==> src/rtl/nmi_agg_pkg.sv <==
package nmi_agg_pkg;
   // Number of low address bits left out of register decode (64-bit slots).
   localparam int unsigned SLOT_LSB = 3;

   typedef struct packed {
      logic bridge;
      logic button;
   } nmi_src_t;

   function automatic logic [1:0] pack_src(input nmi_src_t s);
      return {s.bridge, s.button};
   endfunction
endpackage

==> src/rtl/nmi_sync.sv <==
module nmi_sync #(
   parameter int unsigned STAGES = 2
) (
   input  logic clk,
   input  logic rst_n,
   input  logic din,
   output logic dout
);
   if (STAGES < 2) begin : g_bad_stages
      $error("nmi_sync: STAGES must be at least 2");
   end

   logic [STAGES-1:0] chain_q;

   for (genvar i = 0; i < STAGES; i++) begin : g_stage
      if (i == 0) begin : g_first
         always_ff @(posedge clk or negedge rst_n) begin
            if (!rst_n) chain_q[0] <= 1'b0;
            else        chain_q[0] <= din;
         end
      end else begin : g_next
         always_ff @(posedge clk or negedge rst_n) begin
            if (!rst_n) chain_q[i] <= 1'b0;
            else        chain_q[i] <= chain_q[i-1];
         end
      end
   end

   assign dout = chain_q[STAGES-1];
endmodule

==> src/rtl/nmi_debounce.sv <==
module nmi_debounce #(
   parameter int unsigned CYCLES = 65536
) (
   input  logic clk,
   input  logic rst_n,
   input  logic din,
   output logic level,
   output logic rise
);
   if (CYCLES < 2) begin : g_bad_cycles
      $error("nmi_debounce: CYCLES must be at least 2");
   end

   localparam int unsigned CW = $clog2(CYCLES + 1);
   localparam logic [CW-1:0] LIMIT = CW'(CYCLES - 1);

   logic [CW-1:0] run_q;
   logic          level_q;
   logic          differs;
   logic          accept;

   assign differs = (din != level_q);
   assign accept  = differs && (run_q == LIMIT);

   always_ff @(posedge clk or negedge rst_n) begin
      if (!rst_n) begin
         run_q   <= '0;
         level_q <= 1'b0;
      end else if (!differs) begin
         run_q <= '0;
      end else if (accept) begin
         run_q   <= '0;
         level_q <= din;
      end else begin
         run_q <= run_q + 1'b1;
      end
   end

   assign level = level_q;
   assign rise  = accept && din;
endmodule

==> src/rtl/nmi_sticky.sv <==
module nmi_sticky (
   input  logic clk,
   input  logic rst_n,
   input  logic set,
   input  logic clr,
   output logic pend
);
   logic pend_q;

   always_ff @(posedge clk or negedge rst_n) begin
      if (!rst_n)   pend_q <= 1'b0;
      else if (set) pend_q <= 1'b1;
      else if (clr) pend_q <= 1'b0;
   end

   assign pend = pend_q;
endmodule

==> src/rtl/nmi_agg.sv <==
module nmi_agg
   import nmi_agg_pkg::*;
#(
   parameter int unsigned ADDR_W      = 8,
   parameter int unsigned DATA_W      = 32,
   parameter int unsigned DEB_CYCLES  = 65536,
   parameter int unsigned SYNC_STAGES = 2,
   parameter int unsigned STATUS_OFS  = 'h00,
   parameter int unsigned ACK_OFS     = 'h08
) (
   input  logic              clk,
   input  logic              rst_n,
   input  logic              btn_raw,
   input  logic              bridge_nmi,
   input  logic [ADDR_W-1:0] bus_addr,
   input  logic              bus_wr,
   input  logic [DATA_W-1:0] bus_wdata,
   output logic [DATA_W-1:0] bus_rdata,
   output logic              nmi_n
);
   if (ADDR_W <= SLOT_LSB) begin : g_bad_addr
      $error("nmi_agg: ADDR_W too small for slot decode");
   end
   if (DATA_W < 2) begin : g_bad_data
      $error("nmi_agg: DATA_W must hold both flags");
   end
   if ((STATUS_OFS % 8) != 0 || (ACK_OFS % 8) != 0 || STATUS_OFS == ACK_OFS) begin : g_bad_ofs
      $error("nmi_agg: offsets must be distinct and 64-bit aligned");
   end

   localparam logic [ADDR_W-1:0] STATUS_A = ADDR_W'(STATUS_OFS);
   localparam logic [ADDR_W-1:0] ACK_A    = ADDR_W'(ACK_OFS);

   logic     btn_sync;
   logic     deb_level;
   logic     set_pulse;
   logic     ack_hit;
   logic     status_hit;
   logic     btn_pend;
   logic     nmi_n_q;
   nmi_src_t src;

   nmi_sync #(.STAGES(SYNC_STAGES)) u_sync (
      .clk(clk), .rst_n(rst_n), .din(btn_raw), .dout(btn_sync)
   );

   nmi_debounce #(.CYCLES(DEB_CYCLES)) u_deb (
      .clk(clk), .rst_n(rst_n), .din(btn_sync),
      .level(deb_level), .rise(set_pulse)
   );

   assign status_hit = (bus_addr[ADDR_W-1:SLOT_LSB] == STATUS_A[ADDR_W-1:SLOT_LSB]);
   assign ack_hit    = bus_wr && bus_wdata[0] &&
                       (bus_addr[ADDR_W-1:SLOT_LSB] == ACK_A[ADDR_W-1:SLOT_LSB]);

   nmi_sticky u_latch (
      .clk(clk), .rst_n(rst_n), .set(set_pulse), .clr(ack_hit), .pend(btn_pend)
   );

   assign src.button = btn_pend;
   assign src.bridge = bridge_nmi;

   always_comb begin
      bus_rdata = '0;
      if (status_hit) bus_rdata[1:0] = pack_src(src);
   end

   always_ff @(posedge clk or negedge rst_n) begin
      if (!rst_n) nmi_n_q <= 1'b1;
      else        nmi_n_q <= ~(src.button | src.bridge);
   end

   assign nmi_n = nmi_n_q;
endmodule

==> config.mk <==
export PLATFORM = sky130hd
export DESIGN_NAME = nmi_agg
export DESIGN_NICKNAME = d
export VERILOG_FILES = /design/src/rtl/nmi_agg_pkg.sv /design/src/rtl/nmi_sync.sv /design/src/rtl/nmi_debounce.sv /design/src/rtl/nmi_sticky.sv /design/src/rtl/nmi_agg.sv
export SDC_FILE = /design/constraint.sdc
export NUM_CORES = 1
export LEC_CHECK = 0
export BUFFER_PORTS_ARGS = -buffer_cell sky130_fd_sc_hd__buf_2
export CAP_MARGIN = 25
export CORE_MARGIN = 2
export CORE_UTILIZATION = 46
export CTS_CLUSTER_SIZE = 30
export DETAILED_ROUTE_END_ITERATION = 10
export GPL_TIMING_DRIVEN = 0
export PLACE_DENSITY = 0.85
export REMOVE_ABC_BUFFERS = 1
export SETUP_SLACK_MARGIN = 0.4
export SYNTH_ARGS = -nofsm -noshare
export SYNTH_HDL_FRONTEND = slang
export SYNTH_SLANG_ARGS = --single-unit
==> constraint.sdc <==
create_clock -name clk -period 5.35 [get_ports clk]
set_clock_uncertainty 0.1 [all_clocks]
set_input_delay 1.07 -clock clk [delete_from_list [all_inputs] [get_ports clk]]
set_output_delay 1.07 -clock clk [all_outputs]
set_load 0.05 [all_outputs]
==> metrics.yaml, run 1 <==
status:
  status: "finished clean"
logic_synthesis:
  ys_warn_count: 0
  synthDominantAreaCellType: "dfrtp_1"
  synthDistinctLibCells: 31
  yosys-top-cells-count: "buf_4 (30), dfrtp_1 (21), nor2_1 (19), xnor2_1 (10), nand3_1 (6)"
  syn_avg_cell_area_sq_um: 9.84
  seq_area_frac_synth: 0.432
  synth_seq_cells: 22
  synthArstFlopShare: 1.00
  synth_area_sq_um: 1280
  syn_inst: 130
  yosysMostFrequentCell: "buf_4"
  synth_top_area_frac: 0.411
  synth_edf_count: 0
  synth_area_leaders: "dfrtp_1 (41%), buf_4 (18%), xnor2_1 (6.8%), nor2_1 (5.6%), xor2_1 (2.7%)"
  ys.flop_type: "dfrtp_1"
worst_setup_path:
  worstPathRequired_ns: 4.18
  crit_family: "simple AND/OR/NAND/NOR gates"
  cp.depth: 5
  crit_path_end_kind: "output port"
  critPathLaunchType: "input pin"
  cp_max_fo: 2
  worstPathArrival_ns: 2.22
  critPathMaxStageDelay_ns: 0.53
  reg2reg_depth: 4
  cp_common_cell: "buf_2"
  path_cells: "buf_2, or4_1, nor2_1, and2_1, buf_2"
  worst_path_max_delay_cell: "or4_1"
  timing.critical_path.buf_inv: 2
  worst-setup-path-type: "input pin to output port"
place:
  place_congestion: 0.743
  dp_hpwl_um: 1600
  place_worst_setup_slack_ns: 1.98
  portBuffers: 13
clock_network:
  numClockSinks: 22
  cts-root-buf: "clkbuf_4"
  cts_max_level: 1
  path_clk_slew_ns: 0.12
  hold_buffers: 0
  cts_buffer_depth: 2
  clock_latency_ns: 0.31
  cts_tree: "yes"
  post-cts-setup-buffers: 0
  ctsResizeCount: 0
  cts_buffers: 3
routing:
  routed_wl_um: 2120
  via_count: 834
  routed_via_density: 4.74
  drc: 0
  drt_iter0_drc: 11
  ant_nets: 0
  first_pass_iters: 4
  wl_per_cell_um: 12.1
grt:
  overflow: 0
  grt_pass1_vias: 789
  grt_use_total: 0.136
  grt_start_max_net_pins: 23
  antenna_found_initial: 0
  grt_pass1_wl_um: 3440
sta:
  finalHoldViolations: 0
  rsz0062_at_grt: "no"
  setup_viol: 0
  post-route-period-util: 0.633
  drv_slew: 0
  fin_ws_ns: 1.96
  fmax_mhz: 295
  fin_tns_setup_ns: 0
  layout_min_cycle_time_ns: 3.39
floorplanning:
  die_h_um: 56.7
  die_x_um: 56.7
  die-area_sq_um: 3220
  start_util: 0.476
  rows: 19
  io_pins: 78
  core_sq_um: 2690
power_and_ir_drop:
  worst_ir_drop_vdd_v: 0.000219
  pwr_density_cell_nw_per_um2: 283
  power_leakage_nw: 0.620
job:
  max_cap_viol_count: 0
hold_path:
  holdPathStages: 0
  hold_class: "flip-flop to flip-flop"
layout:
  n_antenna_cell: 0
  drive_above_1_share: 0.172
  fillers: 247
  syn2layout_area_growth_pct: 2.25
  fin_nets: 192
stage by stage:
stage / instance area (sq um) / power, mW / hold slack [ns] / std cells / util
after floorplan: 1150 / 0.234 / 0.231 / 128 / -
after global placement: 1250 / 0.243 / 0.233 / 172 / 0.467
after detailed placement: 1250 / 0.244 / 0.244 / 172 / 0.467
after CTS: 1310 / 0.372 / 0.273 / 176 / 0.487
after global routing: 1310 / 0.380 / 0.279 / 176 / 0.487
final: 1310 / 0.370 / 0.273 / 176 / 0.487
power breakdown:
| group | leakage, nW | switching (mW) | internal, mW | total, mW |
|---|---|---|---|---|
| Sequential | 0.293 | 0.00419 | 0.172 | 0.176 |
| Combinational | 0.298 | 0.0589 | 0.00672 | 0.0656 |
| Clock | 0.0279 | 0.0525 | 0.0758 | 0.128 |
worst register-to-register path: cells and delay by family, from the launching register on:
| family | cells | cell delay, ns |
|---|---|---|
| fa+ha+maj | 1 | 0.28 |
| simple gates | 2 | 0.72 |
| mux | 1 | 0.32 |
| flops | 1 | 0.43 |
placed cells by master, fill, tap and decap left out, types with 2 or more instances in the layout:
cell / netlist / routed
inv_1: 2 / 2
nor2_1: 19 / 19
xnor2_1: 10 / 10
nand2_1: 4 / 4
a21oi_1: 2 / 2
and2_1: 2 / 2
nand4_1: 4 / 4
and3_2: 2 / 2
buf_2: 0 / 13
dfrtp_1: 21 / 21
nand3_1: 6 / 6
o21ai_0: 3 / 3
clkbuf_4: 0 / 3
conb_1: 1 / 30
nor4_1: 2 / 2
xor2_1: 4 / 4
nor3_1: 3 / 3
logic make-up (layout without fill, tap and decap cells):
kind of cell,Yosys count,after routing,share of synthesized area
xor+xnor,14,14,0.0959
other cells,1,30,0.00293
compound gates,5,5,0.0196
flops,22,22,0.432
simple gates,53,53,0.238
fa+ha+maj,1,1,0.00978
buf+inv,33,19,0.191
mux,1,1,0.0117
final timing paths:
check	start	endpoint	slack [ns]
worst max-delay path	bus_addr[4]	bus_rdata[1]	1.96
worst min-delay path	u_sync.chain_q[0]	u_sync.dout	0.27
worst max register to register	u_deb.run_q[0]	u_deb.level	3.40
worst min register to register	u_sync.chain_q[0]	u_sync.dout	0.27
max in group asynchronous	rst_n	nmi_n	4.21
min in group asynchronous	rst_n	u_deb.run_q[3]	0.59
registers in the layout (all words and copies together) (netlist names):
name,cells
u_latch.pend,1
u_deb.run_q,17
u_deb.level,1
u_sync.chain_q,1
u_sync.dout,1
nmi_n,1
cell type report:
class | count | area (sq um) | area share
repair buffers | 13 | 65.1 | 0.0498
inverters | 2 | 7.51 | 0.00574
clock inverters | 1 | 30.0 | 0.0230
multi-input cells | 104 | 592 | 0.453
clock buffers | 3 | 22.5 | 0.0172
well taps | 31 | 38.8 | 0.0297
flip-flops and latches | 22 | 552 | 0.422
metal layers:
layer	vias to the layer above	global-route usage	part of all wire
li1	404	-	-
met1	407	0.160	0.42
met2	20	0.248	0.53
met3	3	0.0138	0.029
met4	0	0.0612	0.014
met5	-	0	0
Note: power is estimated with default switching activity, not from simulation.
==> run 2, diff against run 1 <==
- ABC_AREA: unset -> 1
- CORE_UTILIZATION: 46 -> 40
- PLACE_DENSITY: 0.85 -> 0.76
- clock period: 5.35 -> 3 ns (I/O delays scaled with it)
==> metrics.yaml, run 2 <==
routing:
  ant_nets: 0  # unchanged
  drt_iter0_drc: 37  # +26
  routed_wl_um: 2140  # +0.80%
  drc: 0  # unchanged
  wl_per_cell_um: 8.83  # -27%
  routed_via_density: 4.18  # -12%
  via_count: 1012  # +21%
  first_pass_iters: 4  # unchanged
sta:
  layout_min_cycle_time_ns: 2.18
  finalHoldViolations: 0  # unchanged
  fin_tns_setup_ns: 0  # unchanged
  fin_ws_ns: 0.820  # -1.14 ns
  setup_viol: 0  # unchanged
  rsz0062_at_grt: "no"
  fmax_mhz: 459
  hold-worst-slack_ns: 0.120  # -0.153 ns
  post-route-period-util: 0.727
  drv_slew: 0  # unchanged
power_and_ir_drop:
  power_leakage_nw: 0.739  # +19%
  p_sw_mw: 0.208  # +80%
  power_frac_comb: 0.181  # +0.004
  pwr_density_cell_nw_per_um2: 454  # +61%
  clkPwrFrac: 0.348  # about the same
  internal-power_mw: 0.454  # +79%
  p_sw_frac: 0.315  # +0.00223
  seq_power_share: 0.470  # -0.005
  worst_ir_drop_vdd_v: 0.000235  # +7.4%
grt:
  antenna_found_initial: 0  # unchanged
  grt_pass1_vias: 989  # +25%
  grt_use_total: 0.126  # -0.0101
  grt_pass1_wl_um: 4060  # +18%
  overflow: 0  # unchanged
  grt_start_max_net_pins: 23  # unchanged
worst_setup_path:
  critPathMaxStageDelay_ns: 0.28  # -0.25 ns
  worst_path_max_delay_cell: "or2_2"
  cp-startpoint: "bus_addr[4]"
  crit_path_end_kind: "output port"
  worstPathArrival_ns: 1.48  # -0.74 ns
  rr_endpoint: "u_deb.run_q[13]"
  worstPathRequired_ns: 2.30  # -1.88 ns
  cp_max_fo: 2  # unchanged
  reg2reg_depth: 8  # +4
  r2r_setup_slack_ns: 1.51  # -1.89 ns
  path_cells: "buf_2, nor2_1, nand2_1, or2_2, nor2_1, buf_2"
  worst-setup-path-type: "input pin to output port"
  crit_family: "simple AND/OR/NAND/NOR gates"
  critPathLaunchType: "input pin"
  timing.critical_path.buf_inv: 2  # unchanged
  regToRegStartpoint: "u_deb.run_q[0]"
layout:
  seqCellArea_sq_um: 552  # unchanged
  fillers: 346  # +40%
  fin_nets: 243  # +27%
  largest_reg_flops: 17  # unchanged
  most-common-layout-cells: "nand2_1 (33), conb_1 (30), nor2_1 (26)"
  drive_above_1_share: 0.163  # -0.00915
  multi_input_area_sq_um: 648  # +9.5%
  regMostFlops: "u_deb.run_q"
  layout_commonest_cell: "nand2_1"
  instances_no_fill: 242  # +38%
  syn2layout_area_growth_pct: 4.20
  final_util: 0.437  # -0.0499
  n_antenna_cell: 0  # unchanged
place:
  portBuffers: 13  # unchanged
  placedCellCount: 238  # +38%
  place_worst_setup_slack_ns: 0.812  # -1.16 ns
  dp_hpwl_um: 1670  # +4.4%
  place_congestion: 0.861  # +16%
logic_synthesis:
  syn_avg_cell_area_sq_um: 7.77  # -21%
  synthDominantAreaCellType: "dfrtp_1"
  synth_seq_cells: 22  # unchanged
  syn_inst: 180  # +38%
  synth_area_leaders: "dfrtp_1 (38%), buf_4 (16%), nand2_1 (8.9%), nor2_1 (7.0%), inv_1 (5.9%)"
  seq_area_frac_synth: 0.394  # -0.0371
  synth_top_area_frac: 0.376  # -0.0353
  yosysMostFrequentCell: "nand2_1"
  synth_area_sq_um: 1400  # +9.4%
  ys_warn_count: 0  # unchanged
  ys.flop_type: "dfrtp_1"
  yosys-top-cells-count: "nand2_1 (33), buf_4 (30), nor2_1 (26), inv_1 (22), dfrtp_1 (21)"
  synth_edf_count: 0  # unchanged
  synthArstFlopShare: 1.00  # unchanged
  synthDistinctLibCells: 25  # -19%
floorplanning:
  die_x_um: 63.1  # +11%
  start_util: 0.419  # -0.0568
  rows: 21  # +2
  die-area_sq_um: 3990  # +24%
  io_pins: 78  # unchanged
  core_sq_um: 3340  # +24%
  die_h_um: 63.1  # +11%
clock_network:
  cts_buffers: 3  # unchanged
  path_clk_slew_ns: 0.13  # about the same
  clock_latency_ns: 0.32  # about the same
  hold_buffers: 0  # unchanged
  ctsResizeCount: 0  # unchanged
  post-cts-setup-buffers: 0  # unchanged
  numClockSinks: 22  # unchanged
  cts_max_level: 1  # unchanged
  cts-root-buf: "clkbuf_4"
  cts_buffer_depth: 2  # unchanged
  cts_tree: "yes"
status:
  status: "finished clean"
hold_path:
  hold_class: "input pin to asynchronous set/reset pin"
job:
  max_cap_viol_count: 0  # unchanged
-- run 2: changes by cell type after synthesis, moves of 3 or more --
| cell | before | now |
|---|---|---|
| nand2_1 | 4 | 33 |
| nand2_2 | 0 | 6 |
| nor2_1 | 19 | 26 |
| xnor2_1 | 10 | 2 |
| nor3_1 | 3 | 0 |
| inv_1 | 2 | 22 |
| nand3_1 | 6 | 12 |
-- run 2: kinds of logic after synthesis --
group           share of synthesized area
fa+ha+maj                         0.00894
compound gates                     0.0286
simple gates                        0.314
xor+xnor                           0.0313
buf+inv                             0.220
flops                               0.394
other cells                       0.00268
-- run 2: power groups by stage --
stage / combinational (mW) / sequential [mW] / clock, mW
5_1_grt: 0.128 / 0.313 / 0.250
3_3_place_gp: 0.120 / 0.317 / 0
6_report: 0.120 / 0.312 / 0.231
3_5_place_dp: 0.120 / 0.317 / 0
4_1_cts: 0.120 / 0.312 / 0.236
2_1_floorplan: 0.0977 / 0.322 / 0
-- run 2: how the worst max path moves through the flow --
stage	cells past startpoint	end	slack, ns
2_1_floorplan	4	bus_rdata[0]	0.63
3_3_place_gp	6	bus_rdata[0]	0.83
3_5_place_dp	6	bus_rdata[0]	0.81
4_1_cts	6	bus_rdata[0]	0.81
5_1_grt	6	bus_rdata[0]	0.70
6_report	6	bus_rdata[0]	0.82
-- run 2: layout make-up --
type | count | share of cell area
Inverter | 22 | 0.0567
Sequential cell | 22 | 0.379
Tap cell | 46 | 0.0395
Multi-Input combinational cell | 135 | 0.445
Clock inverter | 1 | 0.0206
Clock buffer | 3 | 0.0155
Timing Repair Buffer | 13 | 0.0446
-- run 2: layer usage --
| metal | global-route usage | share of wire | up-vias |
|---|---|---|---|
| met2 | 0.229 | 0.47 | 32 |
| li1 | - | - | 522 |
| met4 | 0.0222 | 0.0033 | 0 |
| met5 | 0 | 0 | - |
| met1 | 0.147 | 0.46 | 456 |
| met3 | 0.0393 | 0.063 | 2 |
-- run 2: metrics by stage --
stage	power [mW]	area (sq um)
2_1_floorplan	0.420	1280
3_3_place_gp	0.437	1410
3_5_place_dp	0.437	1410
4_1_cts	0.668	1460
5_1_grt	0.691	1460
6_report	0.662	1460
